--- config.mk ---
export PLATFORM = sky130hd
export DESIGN_NAME = ea_unit
export DESIGN_NICKNAME = d
export VERILOG_FILES = /design/src/rtl/ea_pkg.sv /design/src/rtl/ea_decode.sv /design/src/rtl/ea_fsm.sv /design/src/rtl/ea_calc.sv /design/src/rtl/ea_unit.sv
export SDC_FILE = /design/constraint.sdc
export NUM_CORES = 1
export LEC_CHECK = 0
export CAP_MARGIN = 5
export CORE_MARGIN = 5
export CORE_UTILIZATION = 45
export CTS_BUF_LIST = sky130_fd_sc_hd__clkbuf_8
export DETAILED_ROUTE_END_ITERATION = 12
export PLACE_DENSITY = 0.79
export SKIP_CTS_REPAIR_TIMING = 1
export SYNTH_ARGS = -nofsm -noshare
export SYNTH_HDL_FRONTEND = slang
export SYNTH_SLANG_ARGS = --single-unit
--- constraint.sdc ---
create_clock -name clk -period 4.6 [get_ports clk]
set_input_delay 0.92 -clock clk [delete_from_list [all_inputs] [get_ports clk]]
set_output_delay 0.92 -clock clk [all_outputs]
set_load 0.02 [all_outputs]
--- src/rtl/ea_pkg.sv ---
package ea_pkg;
    localparam int unsigned INSTR_W  = 16;
    localparam int unsigned MODE_LSB = 8;
    localparam int unsigned SUB_LSB  = 4;

    localparam logic [1:0] MODE_REG = 2'b00;
    localparam logic [1:0] MODE_DIR = 2'b01;
    localparam logic [1:0] MODE_ABS = 2'b10;
    localparam logic [1:0] MODE_EXT = 2'b11;

    typedef enum logic [3:0] {
        K_REG, K_DIRECT, K_ABS, K_LOCAL, K_PCREL_R, K_PCREL_I,
        K_IDX, K_OFF_R, K_OFF_I, K_BRANCH, K_ILLEGAL
    } ea_kind_e;

    typedef enum logic [1:0] {
        S_IDLE  = 2'd0,
        S_FETCH = 2'd1,
        S_DONE  = 2'd2
    } ea_state_e;

    typedef struct packed {
        ea_kind_e kind;
        logic     need_ext;
        logic     use_z;
    } ea_dec_t;
endpackage

--- src/rtl/ea_decode.sv ---
module ea_decode
    import ea_pkg::*;
(
    input  logic [1:0] mode,
    input  logic [3:0] sub,
    input  logic       branch,
    output ea_dec_t    dec
);
    always_comb begin
        dec.kind     = K_REG;
        dec.need_ext = 1'b0;
        dec.use_z    = 1'b0;
        if (branch) begin
            dec.kind     = K_BRANCH;
            dec.need_ext = 1'b1;
        end else begin
            unique case (mode)
                MODE_REG: dec.kind = K_REG;
                MODE_DIR: begin
                    dec.kind     = K_DIRECT;
                    dec.need_ext = 1'b1;
                end
                MODE_ABS: begin
                    dec.kind     = K_ABS;
                    dec.need_ext = 1'b1;
                end
                default: begin
                    unique case (sub)
                        4'd0: begin dec.kind = K_LOCAL;   dec.need_ext = 1'b1; end
                        4'd1: begin dec.kind = K_PCREL_R; end
                        4'd2: begin dec.kind = K_PCREL_I; dec.need_ext = 1'b1; end
                        4'd3: begin dec.kind = K_IDX; end
                        4'd4: begin dec.kind = K_IDX;     dec.use_z = 1'b1; end
                        4'd5: begin dec.kind = K_OFF_R; end
                        4'd6: begin dec.kind = K_OFF_I;   dec.need_ext = 1'b1; end
                        4'd7: begin dec.kind = K_OFF_R;   dec.use_z = 1'b1; end
                        4'd8: begin dec.kind = K_OFF_I;   dec.use_z = 1'b1; dec.need_ext = 1'b1; end
                        default: dec.kind = K_ILLEGAL;
                    endcase
                end
            endcase
        end
    end
endmodule

--- src/rtl/ea_fsm.sv ---
module ea_fsm
    import ea_pkg::*;
(
    input  logic clk,
    input  logic rst_n,
    input  logic start,
    input  logic need_ext,
    input  logic ext_valid,
    output logic accept,
    output logic ext_req,
    output logic take_ext,
    output logic done
);
    ea_state_e state, nxt;

    always_ff @(posedge clk or negedge rst_n) begin
        if (!rst_n) state <= S_IDLE;
        else        state <= nxt;
    end

    always_comb begin
        nxt = state;
        unique case (state)
            S_IDLE:  if (start) nxt = need_ext ? S_FETCH : S_DONE;
            S_FETCH: if (ext_valid) nxt = S_DONE;
            S_DONE:  nxt = S_IDLE;
            default: nxt = S_IDLE;
        endcase
    end

    always_comb begin
        accept   = (state == S_IDLE) && start;
        ext_req  = (state == S_FETCH);
        take_ext = (state == S_FETCH) && ext_valid;
        done     = (state == S_DONE);
    end
endmodule

--- src/rtl/ea_calc.sv ---
module ea_calc
    import ea_pkg::*;
#(
    parameter int unsigned ADDR_W = 20,
    parameter int unsigned WORD_W = 16,
    localparam int unsigned PAGE_W = ADDR_W - WORD_W
) (
    input  ea_kind_e            kind,
    input  logic [PAGE_W-1:0]   page_ctl,
    input  logic [ADDR_W-1:0]   pc,
    input  logic [WORD_W-1:0]   pcoff,
    input  logic [WORD_W-1:0]   idx,
    input  logic [WORD_W-1:0]   off,
    input  logic [WORD_W-1:0]   ext,
    output logic [ADDR_W-1:0]   addr,
    output logic                addr_valid,
    output logic                imm_valid,
    output logic                illegal,
    output logic                wr_pcoff,
    output logic                wr_off
);
    logic [ADDR_W-1:0] ext_z, ext_s, pcoff_z, idx_z, off_z;

    assign ext_z   = {{PAGE_W{1'b0}}, ext};
    assign ext_s   = {{PAGE_W{ext[WORD_W-1]}}, ext};
    assign pcoff_z = {{PAGE_W{1'b0}}, pcoff};
    assign idx_z   = {{PAGE_W{1'b0}}, idx};
    assign off_z   = {{PAGE_W{1'b0}}, off};

    always_comb begin
        addr       = '0;
        addr_valid = 1'b0;
        imm_valid  = 1'b0;
        illegal    = 1'b0;
        wr_pcoff   = 1'b0;
        wr_off     = 1'b0;
        unique case (kind)
            K_REG:     ;
            K_DIRECT:  imm_valid = 1'b1;
            K_ABS:     begin addr = {page_ctl, ext};              addr_valid = 1'b1; end
            K_LOCAL:   begin addr = {pc[ADDR_W-1:WORD_W], ext};   addr_valid = 1'b1; end
            K_PCREL_R: begin addr = pc + pcoff_z;                 addr_valid = 1'b1; end
            K_PCREL_I: begin addr = pc + ext_z;  addr_valid = 1'b1; wr_pcoff = 1'b1; end
            K_IDX:     begin addr = idx_z;                        addr_valid = 1'b1; end
            K_OFF_R:   begin addr = idx_z + off_z;                addr_valid = 1'b1; end
            K_OFF_I:   begin addr = idx_z + ext_z; addr_valid = 1'b1; wr_off = 1'b1; end
            K_BRANCH:  begin addr = pc + ext_s;                   addr_valid = 1'b1; end
            default:   illegal = 1'b1;
        endcase
    end
endmodule

--- src/rtl/ea_unit.sv ---
module ea_unit
    import ea_pkg::*;
#(
    parameter int unsigned ADDR_W = 20,
    parameter int unsigned WORD_W = 16
) (
    input  logic              clk,
    input  logic              rst_n,
    input  logic              start,
    input  logic [INSTR_W-1:0] instr,
    input  logic              branch,
    input  logic [ADDR_W-1:0] pc,
    input  logic [WORD_W-1:0] pc_off,
    input  logic [WORD_W-1:0] idx_y,
    input  logic [WORD_W-1:0] idx_z,
    input  logic [WORD_W-1:0] off_y,
    input  logic [WORD_W-1:0] off_z,
    output logic              ext_req,
    input  logic              ext_valid,
    input  logic [WORD_W-1:0] ext_data,
    output logic              pc_step,
    output logic              done,
    output logic              addr_valid,
    output logic [ADDR_W-1:0] addr,
    output logic              imm_valid,
    output logic [WORD_W-1:0] imm,
    output logic              illegal,
    output logic              wr_pc_off,
    output logic              wr_off_y,
    output logic              wr_off_z,
    output logic [WORD_W-1:0] wr_data
);
    localparam int unsigned PAGE_W = ADDR_W - WORD_W;

    ea_dec_t dec;
    logic    accept, take_ext;
    logic    unused_opcode;

    ea_kind_e          kind_q;
    logic              use_z_q;
    logic [PAGE_W-1:0] page_q;
    logic [ADDR_W-1:0] pc_q;
    logic [WORD_W-1:0] pcoff_q, idx_q, off_q, ext_q;

    logic [ADDR_W-1:0] c_addr;
    logic c_av, c_iv, c_ill, c_wpc, c_woff;

    assign unused_opcode = ^instr[INSTR_W-1:MODE_LSB+2];

    ea_decode u_dec (
        .mode   (instr[MODE_LSB+1:MODE_LSB]),
        .sub    (instr[SUB_LSB+3:SUB_LSB]),
        .branch (branch),
        .dec    (dec)
    );

    ea_fsm u_fsm (
        .clk       (clk),
        .rst_n     (rst_n),
        .start     (start),
        .need_ext  (dec.need_ext),
        .ext_valid (ext_valid),
        .accept    (accept),
        .ext_req   (ext_req),
        .take_ext  (take_ext),
        .done      (done)
    );

    always_ff @(posedge clk or negedge rst_n) begin
        if (!rst_n) begin
            kind_q  <= K_REG;
            use_z_q <= 1'b0;
            page_q  <= '0;
            pc_q    <= '0;
            pcoff_q <= '0;
            idx_q   <= '0;
            off_q   <= '0;
            ext_q   <= '0;
        end else begin
            if (accept) begin
                kind_q  <= dec.kind;
                use_z_q <= dec.use_z;
                page_q  <= instr[PAGE_W-1:0];
                pc_q    <= pc;
                pcoff_q <= pc_off;
                idx_q   <= dec.use_z ? idx_z : idx_y;
                off_q   <= dec.use_z ? off_z : off_y;
            end
            if (take_ext) ext_q <= ext_data;
        end
    end

    ea_calc #(.ADDR_W(ADDR_W), .WORD_W(WORD_W)) u_calc (
        .kind       (kind_q),
        .page_ctl   (page_q),
        .pc         (pc_q),
        .pcoff      (pcoff_q),
        .idx        (idx_q),
        .off        (off_q),
        .ext        (ext_q),
        .addr       (c_addr),
        .addr_valid (c_av),
        .imm_valid  (c_iv),
        .illegal    (c_ill),
        .wr_pcoff   (c_wpc),
        .wr_off     (c_woff)
    );

    assign pc_step    = take_ext;
    assign addr_valid = done & c_av;
    assign addr       = (done & c_av) ? c_addr : '0;
    assign imm_valid  = done & c_iv;
    assign imm        = (done & c_iv) ? ext_q : '0;
    assign illegal    = done & c_ill;
    assign wr_pc_off  = done & c_wpc;
    assign wr_off_y   = done & c_woff & ~use_z_q;
    assign wr_off_z   = done & c_woff & use_z_q;
    assign wr_data    = (done & (c_wpc | c_woff)) ? ext_q : '0;
endmodule

==> impl_metrics.csv <==
group,metric,value,unit
place,io_buffer_count,191,
place,hpwl,16800,um
synth,ys_ff_latch,95,
pwr,p_leak,4.55,nW
final_layout,fillCellCount,1237,
floorplanning,fp.coreArea,0.0152,mm^2
route,ant_nets,0,
pwr,peakVddDrop,460,uV
synth,synth_top_area_share,34.1,%
synth,netlist_top_cells_area,"dfrtp_1 (34%), nand2_1 (10%), mux2_2 (7.8%)",
cts,cts_root_buffer,"clkbuf_8",
worst_hold_path,min_path_type,"flip-flop to flip-flop",
synth,ys_seq_area_share,34.1,%
route,drc_errors,0,
worst_setup_path,r2r_slack,2.77,ns
timing,fmax,212,MHz
global_routing,grt-ovfl-total,0,
final_layout,multi_input_area,0.00471,mm^2
floorplanning,die_w,134,um
route,dr.first_iter.drc_count,517,
timing,min_period,4.71,ns
status,status,"finished with violations",
worst_setup_path,crit_path_max_fanout,6,
timing,maxSlewViolCount,0,
timing,setup_viol,6,
synth,post-synth-top-count-cell,"nand2_1",
pwr,power_density,746,mW/mm^2
synth,async_flop_share,100,%
final_layout,drive_gt1_share,21.9,%
cts,cts_tree,"yes",
final_layout,seqCellArea,0.00238,mm^2
floorplanning,pin_count,198,
timing,fin_crit_sh,102,%
synth,syn_avg_cell_area,8.67,um^2
synth,yosysWarnings,0,
timing,grt_setup_unrepaired,"true",
cts,clkSinkCount,95,
final_layout,insertedDiodeCount,0,
global_routing,grt_pass1_vias,6809,
cts,clk-insertion-delay-late,0.40,ns
cts,cts_buffers,9,
synth,synth_common_cells,"nand2_1 (189), dfrtp_1 (95), mux2_2 (48), o21ai_0 (48), a21oi_1 (45)",
global_routing,grt.total_usage,23.7,%
worst_setup_path,cp-end-kind,"output pin",
global_routing,antenna_found_initial,0,
worst_setup_path,path_class,"flip-flop to output pin",
floorplanning,fp.dieH,134,um
timing,finalHoldViolCount,0,
route,via_per_inst,5.54,
route,dr.pass1.iters,7,
final_layout,layout.nets,1231,
synth,syn_area,0.00697,mm^2
timing,tns,-0.323,ns
final_layout,syn2layout_area_growth,45.8,%
timing,fin_ws,-0.106,ns
synth,synth-edff-count,0,
timing,finClkSkew,0.0125,ns
cts,clk_pin_slew,0.10,ns
worst_setup_path,arrival,3.79,ns
cts,max-clock-path-buffers,2,
run,drv_cap,0,
synth,synth_ff_type,"dfrtp_1",
floorplanning,rows,45,
worst_setup_path,startpoint_type,"flip-flop",
route,wire_per_inst,18.1,um
route,via_count,6896,
synth,syn_inst,804,
synth,yosys.cell_types.count,63,
place,post-place-ws,-0.104,ns
timing,slew_headroom,29.5,%
global_routing,grt_max_degree,113,
route,drt_wl_total,22500,um
floorplanning,die_area,0.0181,mm^2
floorplanning,initial_core_util,45.9,%
place,gp_congestion,0.946,
cts,cts.htree.levels,3,
global_routing,grt_pass1_wl,34200,um
synth,synth_top_area_cell,"dfrtp_1",
synth,syn_nets,983,
worst_setup_path,required,3.68,ns
status,violations,"setup timing",
timing,worstMarginPinSlew,1.06,ns
==> worst max-delay path, cell delays in order (launching register included) <==
cell      delay, ns
dfrtp_1        0.42
buf_6          0.13
nor2b_4        0.12
o21ai_1        0.12
buf_4          0.19
buf_6          0.12
mux2_4         0.30
ha_4           0.17
a21o_1         0.18
or3_4          0.41
o211ai_4       0.23
a21oi_1        0.15
a311o_1        0.39
a31oi_2        0.22
a21oi_2        0.09
buf_4          0.16
==> power breakdown <==
part	internal, mW	switching, mW
Sequential	1.24	0.450
Combinational	2.70	2.66
Clock	0.203	0.328
==> layout by cell type (no fill, tap or decap), types with 5 or more instances in the layout <==
master / Yosys / final
a21o_1: 19 / 19
a21oi_1: 45 / 29
a21oi_2: 0 / 15
a222oi_1: 14 / 14
a31oi_1: 9 / 7
and2_1: 36 / 36
and3_1: 7 / 7
buf_4: 1 / 86
buf_6: 3 / 10
clkbuf_2: 1 / 5
clkbuf_8: 0 / 9
clkdlybuf4s50_1: 0 / 174
dfrtp_1: 95 / 95
ha_1: 40 / 27
ha_4: 0 / 12
inv_1: 14 / 14
mux2_2: 48 / 42
mux2_4: 0 / 6
mux2i_1: 40 / 40
nand2_1: 189 / 187
nand2b_1: 9 / 9
nand3_1: 7 / 7
nor2_1: 28 / 27
nor2b_1: 6 / 5
nor3_1: 7 / 6
o21ai_0: 48 / 39
o21ai_1: 10 / 17
xnor2_1: 14 / 14
xor2_1: 13 / 13
==> final timing paths <==
check	startpoint	endpoint	depth (start not counted)
max	kind_q[2]	addr[14]	15
min	pcoff_q[1]	pcoff_q[1]	2
max reg2reg	u_fsm.state[1]	kind_q[1]	3
min reg2reg	pcoff_q[1]	pcoff_q[1]	2
max in group asynchronous	rst_n	ext_q[0]	2
min in group asynchronous	rst_n	ext_q[8]	1
==> final cells by class <==
type | instances | share of cell area, %
Clock buffer | 9 | 1.22
Clock inverter | 7 | 0.554
Inverter | 14 | 0.517
Multi-Input combinational cell | 652 | 46.4
Sequential cell | 95 | 23.4
Tap cell | 188 | 2.31
Timing Repair Buffer | 280 | 25.6
==> state kept, by name, summed over array words and instances, names as in the netlist <==
register	flops
page_q	4
off_q	16
pc_q	20
kind_q	4
use_z_q	1
pcoff_q	16
ext_q	16
idx_q	16
u_fsm.state	2
==> metal layers <==
metal	global-route usage [%]	wire length, um
met4	8.71	696
met5	0	0
met3	5.25	1570
met1	28.9	8870
met2	41.2	11300
==> cells by family (layout without fill, tap and decap cells) <==
logic type	Yosys count	in the layout	synth area share, %
fa+ha+maj	42	42	7.75
xor+xnor	27	27	3.39
mux	88	88	13.5
compound gates	185	185	17.3
simple gates	310	310	20.3
flops	95	95	34.1
buf+inv	57	310	3.64
==> stage by stage <==
| step | hold slack, ns | instance area (um^2) | power [mW] | utilization (%) | cells |
|---|---|---|---|---|---|
| after floorplan | 0.440 | 6970 | 4.55 | - | 804 |
| after global placement | 0.456 | 9510 | 6.21 | 62.6 | 1215 |
| after detailed placement | 0.460 | 9510 | 6.31 | 62.6 | 1215 |
| after CTS | 0.483 | 9690 | 6.87 | 63.7 | 1231 |
| after global routing | 0.513 | 10200 | 8.17 | 66.9 | 1245 |
| final | 0.478 | 10200 | 7.58 | 66.9 | 1245 |
Power figures use the tool's default switching activity.
